--- src/rtl/gpio_bank_pkg.sv ---
package gpio_bank_pkg;

    typedef enum logic [2:0] {
        RS_NONE    = 3'd0,
        RS_RSVD    = 3'd1,
        RS_CNT0    = 3'd2,
        RS_CNT1    = 3'd3,
        RS_HI_RISE = 3'd4,
        RS_LO_RISE = 3'd5,
        RS_HI_FALL = 3'd6,
        RS_LO_FALL = 3'd7
    } res_sel_e;

    // Word layout: [5] data, [4] LCD function, [3] direction, [2:0] selector
    typedef struct packed {
        logic     dout;
        logic     lcd;
        logic     dir;
        res_sel_e sel;
    } pin_cfg_t;

    localparam int CFG_BITS = $bits(pin_cfg_t);
    localparam int DOUT_BIT = 5;

    typedef struct packed {
        logic cnt0;
        logic cnt1;
        logic hi_rise;
        logic lo_rise;
        logic hi_fall;
        logic lo_fall;
    } route_t;

endpackage

--- src/rtl/gpio_bank_sync.sv ---
module gpio_bank_sync #(
    parameter int WIDTH = 8
) (
    input  logic             clk,
    input  logic             rst_n,
    input  logic [WIDTH-1:0] async_in,
    output logic [WIDTH-1:0] sync_out
);
    typedef struct packed {
        logic [WIDTH-1:0] s1;
        logic [WIDTH-1:0] s2;
    } sync_st_t;

    sync_st_t st_d, st_q;

    always_comb begin
        st_d    = st_q;
        st_d.s1 = async_in;
        st_d.s2 = st_q.s1;
    end

    always_ff @(posedge clk or negedge rst_n) begin
        if (!rst_n) st_q <= '0;
        else        st_q <= st_d;
    end

    assign sync_out = st_q.s2;
endmodule

--- src/rtl/gpio_bank_pin.sv ---
module gpio_bank_pin
    import gpio_bank_pkg::*;
(
    input  pin_cfg_t cfg,
    input  logic     seg_out,
    input  logic     seg_oe,
    output logic     pad_o,
    output logic     pad_en,
    output route_t   route
);
    logic gpio_input;

    always_comb begin
        gpio_input = !cfg.lcd && !cfg.dir;
        route      = '0;
        if (gpio_input) begin
            case (cfg.sel)
                RS_CNT0:    route.cnt0    = 1'b1;
                RS_CNT1:    route.cnt1    = 1'b1;
                RS_HI_RISE: route.hi_rise = 1'b1;
                RS_LO_RISE: route.lo_rise = 1'b1;
                RS_HI_FALL: route.hi_fall = 1'b1;
                RS_LO_FALL: route.lo_fall = 1'b1;
                default:    route         = '0;
            endcase
        end
        if (cfg.lcd) begin
            pad_o  = seg_out;
            pad_en = seg_oe;
        end else begin
            pad_o  = cfg.dout;
            pad_en = cfg.dir;
        end
    end
endmodule

--- src/rtl/gpio_bank_route.sv ---
module gpio_bank_route
    import gpio_bank_pkg::*;
#(
    parameter int NUM_PINS = 8
) (
    input  logic                    clk,
    input  logic                    rst_n,
    input  logic [NUM_PINS-1:0]     level,
    input  route_t [NUM_PINS-1:0]   route,
    output logic [1:0]              cnt_clk,
    output logic                    irq_hi,
    output logic                    irq_lo
);
    typedef struct packed {
        logic [NUM_PINS-1:0] prev;
        logic [1:0]          cnt;
        logic                hi;
        logic                lo;
    } route_st_t;

    route_st_t st_d, st_q;
    logic [NUM_PINS-1:0] rise, fall;

    always_comb begin
        rise      = level & ~st_q.prev;
        fall      = ~level & st_q.prev;
        st_d      = st_q;
        st_d.prev = level;
        st_d.cnt  = '0;
        st_d.hi   = 1'b0;
        st_d.lo   = 1'b0;
        for (int i = 0; i < NUM_PINS; i++) begin
            st_d.cnt[0] = st_d.cnt[0] | (level[i] & route[i].cnt0);
            st_d.cnt[1] = st_d.cnt[1] | (level[i] & route[i].cnt1);
            st_d.hi     = st_d.hi | (rise[i] & route[i].hi_rise)
                                  | (fall[i] & route[i].hi_fall);
            st_d.lo     = st_d.lo | (rise[i] & route[i].lo_rise)
                                  | (fall[i] & route[i].lo_fall);
        end
    end

    always_ff @(posedge clk or negedge rst_n) begin
        if (!rst_n) st_q <= '0;
        else        st_q <= st_d;
    end

    assign cnt_clk = st_q.cnt;
    assign irq_hi  = st_q.hi;
    assign irq_lo  = st_q.lo;
endmodule

--- src/rtl/gpio_bank.sv ---
module gpio_bank
    import gpio_bank_pkg::*;
#(
    parameter  int NUM_PINS = 8,
    localparam int ADDR_W   = (NUM_PINS > 1) ? $clog2(NUM_PINS) : 1
) (
    input  logic                clk,
    input  logic                rst_n,
    input  logic                wr_en,
    input  logic [ADDR_W-1:0]   wr_addr,
    input  logic [5:0]          wr_data,
    input  logic [5:0]          wr_mask,
    input  logic [ADDR_W-1:0]   rd_addr,
    output logic [5:0]          rd_data,
    input  logic [NUM_PINS-1:0] pad_in,
    output logic [NUM_PINS-1:0] pad_out,
    output logic [NUM_PINS-1:0] pad_oe,
    input  logic [NUM_PINS-1:0] lcd_seg_out,
    input  logic [NUM_PINS-1:0] lcd_seg_oe,
    output logic [1:0]          cnt_clk,
    output logic                irq_hi,
    output logic                irq_lo
);
    localparam int FLAT_W = NUM_PINS * CFG_BITS;

    typedef struct packed {
        pin_cfg_t [NUM_PINS-1:0] cfg;
    } bank_st_t;

    bank_st_t regs_d, regs_q;
    logic [NUM_PINS-1:0]   level;
    route_t [NUM_PINS-1:0] route_vec;
    logic [FLAT_W-1:0]     cfg_flat;

    gpio_bank_sync #(.WIDTH(NUM_PINS)) u_sync (
        .clk      (clk),
        .rst_n    (rst_n),
        .async_in (pad_in),
        .sync_out (level)
    );

    for (genvar g = 0; g < NUM_PINS; g++) begin : g_pin
        gpio_bank_pin u_pin (
            .cfg     (regs_q.cfg[g]),
            .seg_out (lcd_seg_out[g]),
            .seg_oe  (lcd_seg_oe[g]),
            .pad_o   (pad_out[g]),
            .pad_en  (pad_oe[g]),
            .route   (route_vec[g])
        );
    end

    gpio_bank_route #(.NUM_PINS(NUM_PINS)) u_route (
        .clk     (clk),
        .rst_n   (rst_n),
        .level   (level),
        .route   (route_vec),
        .cnt_clk (cnt_clk),
        .irq_hi  (irq_hi),
        .irq_lo  (irq_lo)
    );

    always_comb begin
        logic [CFG_BITS-1:0] merged;
        regs_d = regs_q;
        merged = '0;
        for (int i = 0; i < NUM_PINS; i++) begin
            if (wr_en && (wr_addr == ADDR_W'(i))) begin
                merged = (regs_q.cfg[i] & ~wr_mask) | (wr_data & wr_mask);
                regs_d.cfg[i] = pin_cfg_t'(merged);
            end
        end
    end

    always_ff @(posedge clk or negedge rst_n) begin
        if (!rst_n) regs_q <= '0;
        else        regs_q <= regs_d;
    end

    always_comb begin
        pin_cfg_t sel_cfg;
        logic     sel_lvl;
        sel_cfg = '0;
        sel_lvl = 1'b0;
        for (int i = 0; i < NUM_PINS; i++) begin
            if (rd_addr == ADDR_W'(i)) begin
                sel_cfg = regs_q.cfg[i];
                sel_lvl = level[i];
            end
        end
        rd_data           = sel_cfg;
        rd_data[DOUT_BIT] = sel_cfg.dir ? sel_cfg.dout : sel_lvl;
    end

    assign cfg_flat = regs_q.cfg;
endmodule

--- config.mk ---
export PLATFORM = sky130hd
export DESIGN_NAME = gpio_bank
export DESIGN_NICKNAME = d
export VERILOG_FILES = /design/src/rtl/gpio_bank_pkg.sv /design/src/rtl/gpio_bank_sync.sv /design/src/rtl/gpio_bank_pin.sv /design/src/rtl/gpio_bank_route.sv /design/src/rtl/gpio_bank.sv
export SDC_FILE = /design/constraint.sdc
export NUM_CORES = 1
export LEC_CHECK = 0
export ABC_AREA = 1
export BUFFER_PORTS_ARGS = -buffer_cell sky130_fd_sc_hd__buf_2
export CORE_MARGIN = 2
export CORE_UTILIZATION = 50
export DETAILED_ROUTE_END_ITERATION = 10
export GPL_ROUTABILITY_DRIVEN = 1
export HOLD_SLACK_MARGIN = 0.03
export PLACE_DENSITY_LB_ADDON = 0.15
export SETUP_SLACK_MARGIN = 0.3
export SYNTH_ARGS = -nofsm -noshare
export SYNTH_HDL_FRONTEND = slang
export SYNTH_SLANG_ARGS = --single-unit
--- constraint.sdc ---
create_clock -name clk -period 1.3 [get_ports clk]
set_input_delay 0.26 -clock clk [delete_from_list [all_inputs] [get_ports clk]]
set_output_delay 0.26 -clock clk [all_outputs]
set_load 0.01 [all_outputs]
======== Word-level counts from Yosys, hierarchy flattened ========
Index checks and enable logic that the tools add are counted.
storage, ports and cells
  output and inout port bits .............. 26
  flip-flop bits (word level) ............. 76
  input bits .............................. 45
  word-level logic and storage cells ...... 337
cells by class
  bitwise logic cells ..................... 114
  muxes and demuxes ....................... 89
  reductions and logical operators ........ 34
  eq/ne operators ......................... 62
operators with widths
  cell                count
  $eq 3x3->1 const B  40
  $mux 6              16
  $mux 1              73
  $eq 3x2->1 const B  20
  $and 6x6->6         9
  $and 1x1->1         48
  $or 6x6->6          8
  $or 1x1->1          44
  $and 8x8->8         2
  $logic_and 1x1->1   16
  $logic_not 1->1     16
  $not 8->8           2
  $eq 3x1->1 const B  2
  $logic_not 3->1     2
  $not 6->6           1

======== Logic depth before layout (Yosys ltp) ========
Gate-level depths: netlist (run 1).
  depth in word-level cells ............... 19
  depth in mapped cells ................... 9
  mapped depth without buffers ............ 8

======== Cells and area by module ========
From an unflattened synthesis (run 1), not the netlist that was laid out.
unflattened totals
  cell total of the unflattened synthesis .. 629
  area total of the unflattened synthesis .. 4299.1 sq um
modules (own cells, without submodules)
  module           cells an instance  area each (sq um)  sequential area each (sq um)  times used
  gpio_bank        322                2429.8             1201.2                        1
  gpio_bank_route  123                778.2              300.3                         1
  gpio_bank_pin    21                 86.3               0.0                           8
  gpio_bank_sync   16                 400.4              400.4                         1

======== Least setup slack after synthesis (run 1) ========
OpenSTA, ideal clock, no wires.
  path type ............................... input port to output port
  from .................................... input port rd_addr[0]
  to ...................................... output port rd_data[5]
  cell stages on the path ................. 9
  setup slack ............................. -0.131 ns
  buffers on the path ..................... 2
  required time ........................... 1.040 ns
  arrival time ............................ 1.171 ns
  cell sequence ........................... buf_4 > nor2_1 > nand2_1 > buf_2 > nor2_1 > nor2_1 > nand4_1 > nand2_1 > nand2_1
between the ends
  word-level cells in the longest chain between the ends .. 10
  elaborated cells on any way between the ends .. 25
  those cells by class .................... 7 x eq/ne; 17 x mux; 1 x reduce/logical
RTL lines
  what                                           RTL line         source
  start: declaration                             gpio_bank.sv:13  input logic [ADDR_W-1:0] rd_addr,
  $logic_not 3->1                                gpio_bank.sv:86  if (rd_addr == ADDR_W'(i)) begin
  $mux 1 or $mux 6 (tied branches) (8 in a row)  gpio_bank.sv:86
  $mux 1 (*)                                     gpio_bank.sv:92  rd_data[DOUT_BIT] = sel_cfg.dir ? sel_cfg.dout : sel_lvl;
  end: declaration                               gpio_bank.sv:14  output logic [5:0] rd_data,
Mark *: on every way between the ends. The rest lies on a longest branch, timed or not.

==> out/results.ini, run 1 <==
[run_status]
status=finished with violations
violations=negative setup slack

[logic_synthesis]
ys_seq_elements=76
synth_cell_types=27
yosysTopAreaCellShare_pct=46.13
synthFlopType=dfrtp_1
syn_avg_cell_area_um2=7.415
async_reset_ff_share_pct=100.0
syn_area_um2=4123
syn_nets=601
yosysTopAreaCell=dfrtp_1
ys_seq_area_share_pct=46.13
yosysWarnings=0
ys_top_cells_by_count=nand2_1 (179), dfrtp_1 (76), o21ai_0 (58), inv_1 (55), nor2_1 (51)
yosysMostFrequentCell=nand2_1
synth_edf_count=0
syn_inst=556
synth_area_leaders=dfrtp_1 (46%), nand2_1 (16%), o21ai_0 (7.0%), inv_1 (5.0%), nor2_1 (4.6%)

[sta]
period_share_pct=139.8
tightestPinTransition_ns=0.3113
period_needed_ns=1.818
timing.final.hold_violations=0
fin_setup_tns_ns=-6.215
hold_ws_ns=0.2328
clock-skew-final_ns=0.01361
max_freq_ghz=0.5500
rsz0062_at_grt=true
max_slew_margin_pct=79.06
final_max_slew_viol_count=0
setup_ws_ns=-0.5180
setup_violations=26

[job]
maxCapViolations=0

[cells_and_area]
final_core_util_pct=73.39
multi_input_area_um2=2130
syn_to_final_growth_pct=44.07
nFillCells=630
drive_gt1_share_pct=37.81
stdcell_area_um2=5939
fin_nets=762
layout.cells.non_filler=828
seqCellArea_um2=1906

[clock_tree]
clkLatencyLatePin_ns=0.36
root_buffer=clkbuf_8
cts_max_level=3
clkTransAtPathRegs_ns=0.09
cts_buffers=9
cts_num_sinks=76
cts_tree=built
cts.path.max_buffers=2

[placed_design]
post-place-ws_ns=-0.3720
port_buffers=70
numPlacedInstances=769
dp_hpwl_mm=9.356
dpl_cell_area_um2=5006
gp_congestion=0.9636

[drt]
viasPerCell=5.500
firstDrtPassIters=5
wire_per_inst_um=16.30
drc=0
drt-total-wl_mm=13.50
drt_iter0_markers=313
num_vias=4554
ant_nets=0

[power]
power.leakage_nw=2.895
power.density_nw_per_um2=1385
p_total_mw=8.227
ir_drop_mv=0.7989

[floorplan]
io_pins=71
die_h_um=94.81
core_area_um2=8093
die_w_um=94.81
start_util_pct=50.94
dieArea_um2=8988
num_rows=33

[setup_path]
critPathKind=flop to primary output
end_kind=primary output
arrival_ns=1.56
worstPathMaxFanout=2
cp.required_ns=1.04
worst_setup_path_start_kind=flop
reg2regPathDepth=7

[grt]
grt_pass1_wl_mm=20.91
antenna_found_initial=1
grt_util_all_layers_pct=30.88
gr-total-overflow=0
first_global_vias=4263
grt_max_degree=26

[worst_hold_path]
hold_depth=2
holdCritStartpoint=wr_mask[5]
hold_path.class=input port to flop

==> placed cells by master (no fill, tap or decap), types with 9 or more instances in the layout <==
| cell type | synthesis | layout |
|---|---|---|
| buf_2 | 2 | 65 |
| nand2_2 | 0 | 14 |
| nor2_2 | 0 | 10 |
| o21ai_0 | 58 | 45 |
| nor2_1 | 51 | 33 |
| nand4_1 | 30 | 30 |
| nand2_1 | 179 | 163 |
| dlygate4sd3_1 | 0 | 9 |
| inv_1 | 55 | 40 |
| inv_2 | 2 | 10 |
| dfrtp_1 | 76 | 73 |
| clkbuf_8 | 0 | 9 |
| buf_4 | 20 | 77 |
| buf_6 | 1 | 27 |
| nand3_1 | 28 | 19 |
==> power breakdown <==
part | switching (mW) | total (mW) | internal [mW]
logic | 1.61 | 3.09 | 1.48
clock network | 0.936 | 2.03 | 1.09
registers | 0.354 | 3.11 | 2.75
==> logic make-up (layout without fill, tap and decap cells) <==
kind of cell	count (synthesis)	in the layout	synth area share, %
other	0	1	0
buffers and inverters	86	252	9.894
and+or+nand+nor	306	306	32.32
DFF	76	76	46.13
muxes	1	1	0.2731
AOI/OAI and AO/OA	87	87	11.38
==> final timing paths <==
path	slack, ns	endpoint
worst max-delay path	-0.52	rd_data[5]
worst min-delay path	0.23	flop
worst max register to register	-0.14	u_route.irq_lo$_DFF_PN0_
worst min register to register	0.35	u_sync.sync_out[1]$_DFF_PN0_
max in group asynchronous	0.45	asynchronous set/reset pin
min in group asynchronous	0.33	asynchronous set/reset pin
==> critical path, stage by stage (launching register included) <==
cell and delay, ns:
dfrtp_1 0.42, nand3_2 0.09, nand3_2 0.09, nor2_1 0.09
nand4_1 0.08, nor2_1 0.16, nand2_1 0.08, nand2_2 0.07
buf_2 0.12
==> repair_timing <==
item,4_1_cts,5_1_grt
buffers inserted,24,9
hold endpoints to repair,30,0
gates cloned,0,0
hold buffers,9,0
pin swaps,33,30
gates resized for setup,71,50
endpoints found under the setup margin,30,48
==> area by class of cell <==
type / count / share of cell area (%)
Clock buffer: 11 / 2.212
Tap cell: 105 / 2.212
Inverter: 57 / 3.981
Clock inverter: 5 / 1.432
Sequential cell: 76 / 32.08
Timing Repair Buffer: 179 / 22.18
Multi-Input combinational cell: 394 / 35.85
Antenna cell: 1 / 0.04213
==> per-layer routing <==
layer | track usage (%) | wire length, um | vias to the layer above
met2 | 52.90 | 6749 | 210
li1 | - | - | 2148
met4 | 11.59 | 565 | 0
met3 | 5.666 | 984 | 49
met5 | 0 | 0 | -
met1 | 38.85 | 5201 | 2147
No activity file was read; power rests on OpenSTA's default activity.
==> run 2: changes to the inputs <==
--- a/config.mk
+++ b/config.mk
@@ -9,9 +9,9 @@
 export BUFFER_PORTS_ARGS = -buffer_cell sky130_fd_sc_hd__buf_2
 export CORE_MARGIN = 2
 export CORE_UTILIZATION = 50
+export CTS_BUF_LIST = sky130_fd_sc_hd__clkbuf_16
 export DETAILED_ROUTE_END_ITERATION = 10
 export GPL_ROUTABILITY_DRIVEN = 1
-export HOLD_SLACK_MARGIN = 0.03
 export PLACE_DENSITY_LB_ADDON = 0.15
 export SETUP_SLACK_MARGIN = 0.3
 export SYNTH_ARGS = -nofsm -noshare
==> run 2 against run 1 <==
Net effect:
- the run still ends with negative setup slack left
- maximum frequency increased by 5.3%
- die area unchanged
- register-to-register slack gained 0.03 ns
- hold slack got worse by 0.20 ns
==> out/results.ini, run 2 (synthesis gave the netlist of run 1 again) <==
[run_status]
status=finished with violations
violations=negative setup slack

[cells_and_area]
n_antenna_cell=0
nFillCells=623
fin_nets=751
layout.cells.non_filler=816
layout_commonest_cell=nand2_1
mostFrequentLayoutCells=nand2_1 (165), buf_4 (75), dfrtp_1 (72), buf_2 (64), o21ai_0 (47)
drive_gt1_share_pct=37.55
syn_to_final_growth_pct=43.10

[clock_tree]
root_buffer=clkbuf_16
cts_max_level=3
cts_buffers=9
clkLatencyLatePin_ns=0.33
cts_num_sinks=76
cts.path.max_buffers=2
cts_tree=built
clkTransAtPathRegs_ns=0.06

[power]
ir_drop_mv=0.9032
clkPwrFrac_pct=30.8
p_switching_mw=2.895
power_frac_seq_pct=35.6
combPwrFrac_pct=33.6
p_sw_share_pct=33.12
power.leakage_nw=2.889
power.density_nw_per_um2=1482
intPower_mw=5.847

[drt]
wire_per_inst_um=15.93
drc=0
viasPerCell=5.424
num_vias=4426
drt_iter0_markers=363
firstDrtPassIters=4
ant_nets=0
drt-total-wl_mm=13.00

[sta]
period_share_pct=132.8
rsz0062_at_grt=true
setup_violations=26
tightestPinTransition_ns=0.3084
max_freq_ghz=0.5794
clock-skew-final_ns=0.007968
timing.final.hold_violations=0
final_max_slew_viol_count=0
setup_ws_ns=-0.4260
hold_ws_ns=0.03057
period_needed_ns=1.726
max_slew_margin_pct=79.25

[setup_path]
arrival_ns=1.47
worstPathMaxFanout=2
end_kind=primary output
worst_setup_path_start_kind=flop
slowest_delay_ns=0.39
rrSetupSlack_ns=-0.11
cpMaxStageDelayCell=dfrtp_1
critPathTopFamily=simple AND/OR/NAND/NOR gates
critPathKind=flop to primary output
path_cells=nand4_1, nand3_2, nor2_1, nand4_1, nor2_1, nand2_1, nand2_2, buf_6
critPathBufInv=1
cp.required_ns=1.04

[grt]
grt_util_all_layers_pct=30.40
grt_pass1_wl_mm=20.60
gr-total-overflow=0
antenna_found_initial=0
grt_max_degree=26
first_global_vias=4247

[floorplan]
die_h_um=94.81
start_util_pct=50.94
die_w_um=94.81
io_pins=71
core_area_um2=8093
dieArea_um2=8988
num_rows=33

[worst_hold_path]
hold_path.class=input port to flop
holdCritStartpoint=pad_in[3]

[placed_design]
port_buffers=70
numPlacedInstances=769
post-place-ws_ns=-0.3720
dp_hpwl_mm=9.356
gp_congestion=0.9636

[job]
maxCapViolations=0

[run 2: path summary, 6_finish.rpt]
check                                                to  depth (start not counted)
max                                          rd_data[5]                          8
min                            u_sync.st_d[3]$_DFF_PN0_                          1
max reg2reg                    u_route.irq_lo$_DFF_PN0_                          7
min reg2reg                u_sync.sync_out[2]$_DFF_PN0_                          0
max in group asynchronous    asynchronous set/reset pin                          3
min in group asynchronous    asynchronous set/reset pin                          2
[run 2: worst reg2reg max path: cells and delay by family (launching register included)]
kind                   cells  cell delay [ns]
and+or+nand+nor            4             0.44
DFF                        1             0.43
AOI/OAI and AO/OA          2             0.34
buffers and inverters      1             0.14
[run 2: through the flow]
stage	cell area (um2)	utilization (%)	power, mW	setup TNS (ns)
final	5899	72.90	8.742	-4.978
after global routing	5899	72.90	9.196	-6.564
after CTS	5751	71.06	8.528	-4.557
after detailed placement	5006	61.86	5.344	-2.143
after global placement	5006	61.86	5.287	-1.892
after floorplan	4220	-	4.412	-0.04682
[run 2: per-layer routing]
metal,GRT usage [%],routed length (um),vias up
met5,0,0,-
met4,11.96,463,0
met3,5.587,704,35
met2,51.42,6410,160
met1,38.55,5423,2093
li1,-,-,2138
[run 2: power by group through the flow]
stage	sequential, mW	combinational (mW)	clock [mW]
2_1_floorplan	3.11	1.30	0
3_3_place_gp	3.13	2.16	0
3_5_place_dp	3.13	2.22	0
4_1_cts	3.10	2.73	2.70
5_1_grt	3.16	3.22	2.82
6_report	3.12	2.94	2.69
[run 2: area by class of cell]
cell class                      instances  area (um2)  area share (%)
Multi-Input combinational cell        394        2082           35.29
Sequential cell                        76        1907           32.32
Timing Repair Buffer                  168        1221           20.70
Inverter                               57       240.2           4.072
Clock buffer                            9       225.2           3.818
Tap cell                              105       131.4           2.227
Clock inverter                          7       92.59           1.569
[run 2: timing repair]
action,CTS,global route
pin swaps,30,25
endpoints found under the setup margin,30,48
endpoints found under the hold margin,22,0
resized for setup,78,34
cloned,0,0
buffers inserted,23,7
hold buffers,1,0
==> run 3: changes to the inputs <==
--- a/config.mk
+++ b/config.mk
@@ -9,11 +9,11 @@
 export BUFFER_PORTS_ARGS = -buffer_cell sky130_fd_sc_hd__buf_2
 export CORE_MARGIN = 2
 export CORE_UTILIZATION = 50
-export CTS_BUF_LIST = sky130_fd_sc_hd__clkbuf_16
+export CTS_BUF_LIST = sky130_fd_sc_hd__clkbuf_8
 export DETAILED_ROUTE_END_ITERATION = 10
 export GPL_ROUTABILITY_DRIVEN = 1
 export PLACE_DENSITY_LB_ADDON = 0.15
-export SETUP_SLACK_MARGIN = 0.3
+export SETUP_SLACK_MARGIN = 0.2
 export SYNTH_ARGS = -nofsm -noshare
 export SYNTH_HDL_FRONTEND = slang
 export SYNTH_SLANG_ARGS = --single-unit
==> run 3 against run 2 <==
Net effect:
- die area unchanged
- cell area decreased by 0.34%
- power decreased by 11%
- first-iteration DRC count fell by 8.3%
- routed wire length grew 1.1%
- register-to-register slack got worse by 0.20 ns
- via count grew 3.2%
- critical path type unchanged
- the run still ends with negative setup slack left
- clock-buffer cell count unchanged
- maximum frequency shrank 5.2%
==> out/results.ini, run 3 (synthesis gave the netlist of run 1 again) <==
[run_status]
status=finished with violations
violations=negative setup slack

[sta]
period_share_pct=140.1
timing.final.hold_violations=0
fin_setup_tns_ns=-6.380
tightestPinTransition_ns=0.3532
final_max_slew_viol_count=0
max_slew_margin_pct=76.33
hold_ws_ns=0.2172
setup_ws_ns=-0.5212
max_freq_ghz=0.5491
period_needed_ns=1.821
setup_violations=26
rsz0062_at_grt=true
clock-skew-final_ns=0.006982

[cells_and_area]
syn_to_final_growth_pct=42.61
n_antenna_cell=0
nFillCells=624
stdcell_area_um2=5879
multi_input_area_um2=2031
layout_commonest_cell=nand2_1
drive_gt1_share_pct=36.43
mostFrequentLayoutCells=nand2_1 (170), buf_4 (86), dfrtp_1 (73), buf_2 (65), o21ai_0 (49)
seqCellArea_um2=1906
fin_nets=773

[setup_path]
path_cells=nand4_1, nand3_2, nor3_2, nand4_1, nand2_1, nand2_2, buf_6
worst_setup_path_start_kind=flop
critPathKind=flop to primary output
cpMaxStageDelayCell=dfrtp_1
r2r-end=u_route.cnt_clk[1]$_DFF_PN0_
arrival_ns=1.56
rrSetupSlack_ns=-0.31
reg2regPathDepth=11
critPathTopFamily=simple AND/OR/NAND/NOR gates
end_kind=primary output
slowest_delay_ns=0.41
cp.required_ns=1.04
critPathBufInv=1
critPathMostFrequentCell=nand4_1
worstPathMaxFanout=2

[power]
power.leakage_nw=2.899
p_total_mw=7.818
power.density_nw_per_um2=1330
ir_drop_mv=0.8994

[worst_hold_path]
hold_path.class=input port to flop
hold_depth=2
holdCritStartpoint=wr_mask[5]

[grt]
grt_max_degree=33
grt_util_all_layers_pct=29.49
first_global_vias=4151
gr-total-overflow=0
antenna_found_initial=0
grt_pass1_wl_mm=19.98

[clock_tree]
cts_buffers=9
root_buffer=clkbuf_8
cts_max_level=3
cts_num_sinks=76
clkLatencyLatePin_ns=0.37
clkTransAtPathRegs_ns=0.09
cts.path.max_buffers=2
cts_tree=built

[drt]
ant_nets=0
drc=0
wire_per_inst_um=15.68
drt-total-wl_mm=13.14
viasPerCell=5.449
firstDrtPassIters=5
drt_iter0_markers=333
num_vias=4566

[floorplan]
num_rows=33
io_pins=71
die_w_um=94.81
core_area_um2=8093
dieArea_um2=8988
die_h_um=94.81
start_util_pct=50.94

[placed_design]
dp_hpwl_mm=9.366
post-place-ws_ns=-0.3747
port_buffers=70
dpl_cell_area_um2=5079
gp_congestion=0.9568

[job]
maxCapViolations=0

[run 3: cell count changes in the layout (fill, tap and decap cells not counted), sizes merged]
cell,before,now
dlygate4sd3,1,9
buf,167,179
inv,59,57
clkinv,1,5
bufinv,2,0
clkbuf,9,11
[run 3: worst max-delay path by stage]
| stage | from | end | slack (ns) | cells past startpoint |
|---|---|---|---|---|
| 2_1_floorplan | rd_addr[2] | rd_data[5] | -0.03 | 8 |
| 3_3_place_gp | rd_addr[1] | rd_data[5] | -0.34 | 10 |
| 3_5_place_dp | rd_addr[1] | rd_data[5] | -0.37 | 10 |
| 4_1_cts | flop | rd_data[5] | -0.45 | 8 |
| 5_1_grt | flop | rd_data[5] | -0.63 | 7 |
| 6_report | flop | rd_data[5] | -0.52 | 7 |
[run 3: routing by layer]
metal	GRT usage, %	routed length (um)	up-vias
met5	0	0	-
met4	11.59	470	0
met3	6.464	832	44
met2	49.35	6302	184
met1	37.17	5534	2167
li1	-	-	2171
[run 3: layout make-up]
cell class | instances | area share, %
multi-input cells | 394 | 34.54
flip-flops and latches | 76 | 32.41
repair buffers | 190 | 24.11
inverters | 57 | 3.852
well taps | 105 | 2.235
clock buffers | 9 | 2.107
clock inverters | 7 | 0.7448
[run 3: worst reg2reg max path: stages, from the launching register on]
cell and delay (ns):
dfrtp_1 0.39, buf_4 0.14, buf_6 0.10, buf_6 0.10, inv_2 0.04, nand2_2 0.07
buf_4 0.13, buf_4 0.12, buf_4 0.13, nor4_4 0.17, nor3_2 0.09, nand4_1 0.07
[run 3: stage by stage]
stage | instances | utilization, %
floorplan | 556 | -
global placement | 778 | 62.76
global route | 838 | 72.65
CTS | 825 | 70.04
finish | 838 | 72.65
detailed placement | 778 | 62.76
[run 3: timing repair]
item                       CTS  global route
setup endpoints to repair   30            30
hold endpoints to repair    21             0
buffers inserted            22            13
gates resized for setup     61            38
pin swaps                   33            16
hold buffers                 9             0
[run 3: power breakdown]
| part | switching, mW | internal (mW) | total, mW |
|---|---|---|---|
| sequential | 0.343 | 2.75 | 3.10 |
| combinational | 1.54 | 1.53 | 3.07 |
| clock | 0.975 | 0.682 | 1.66 |
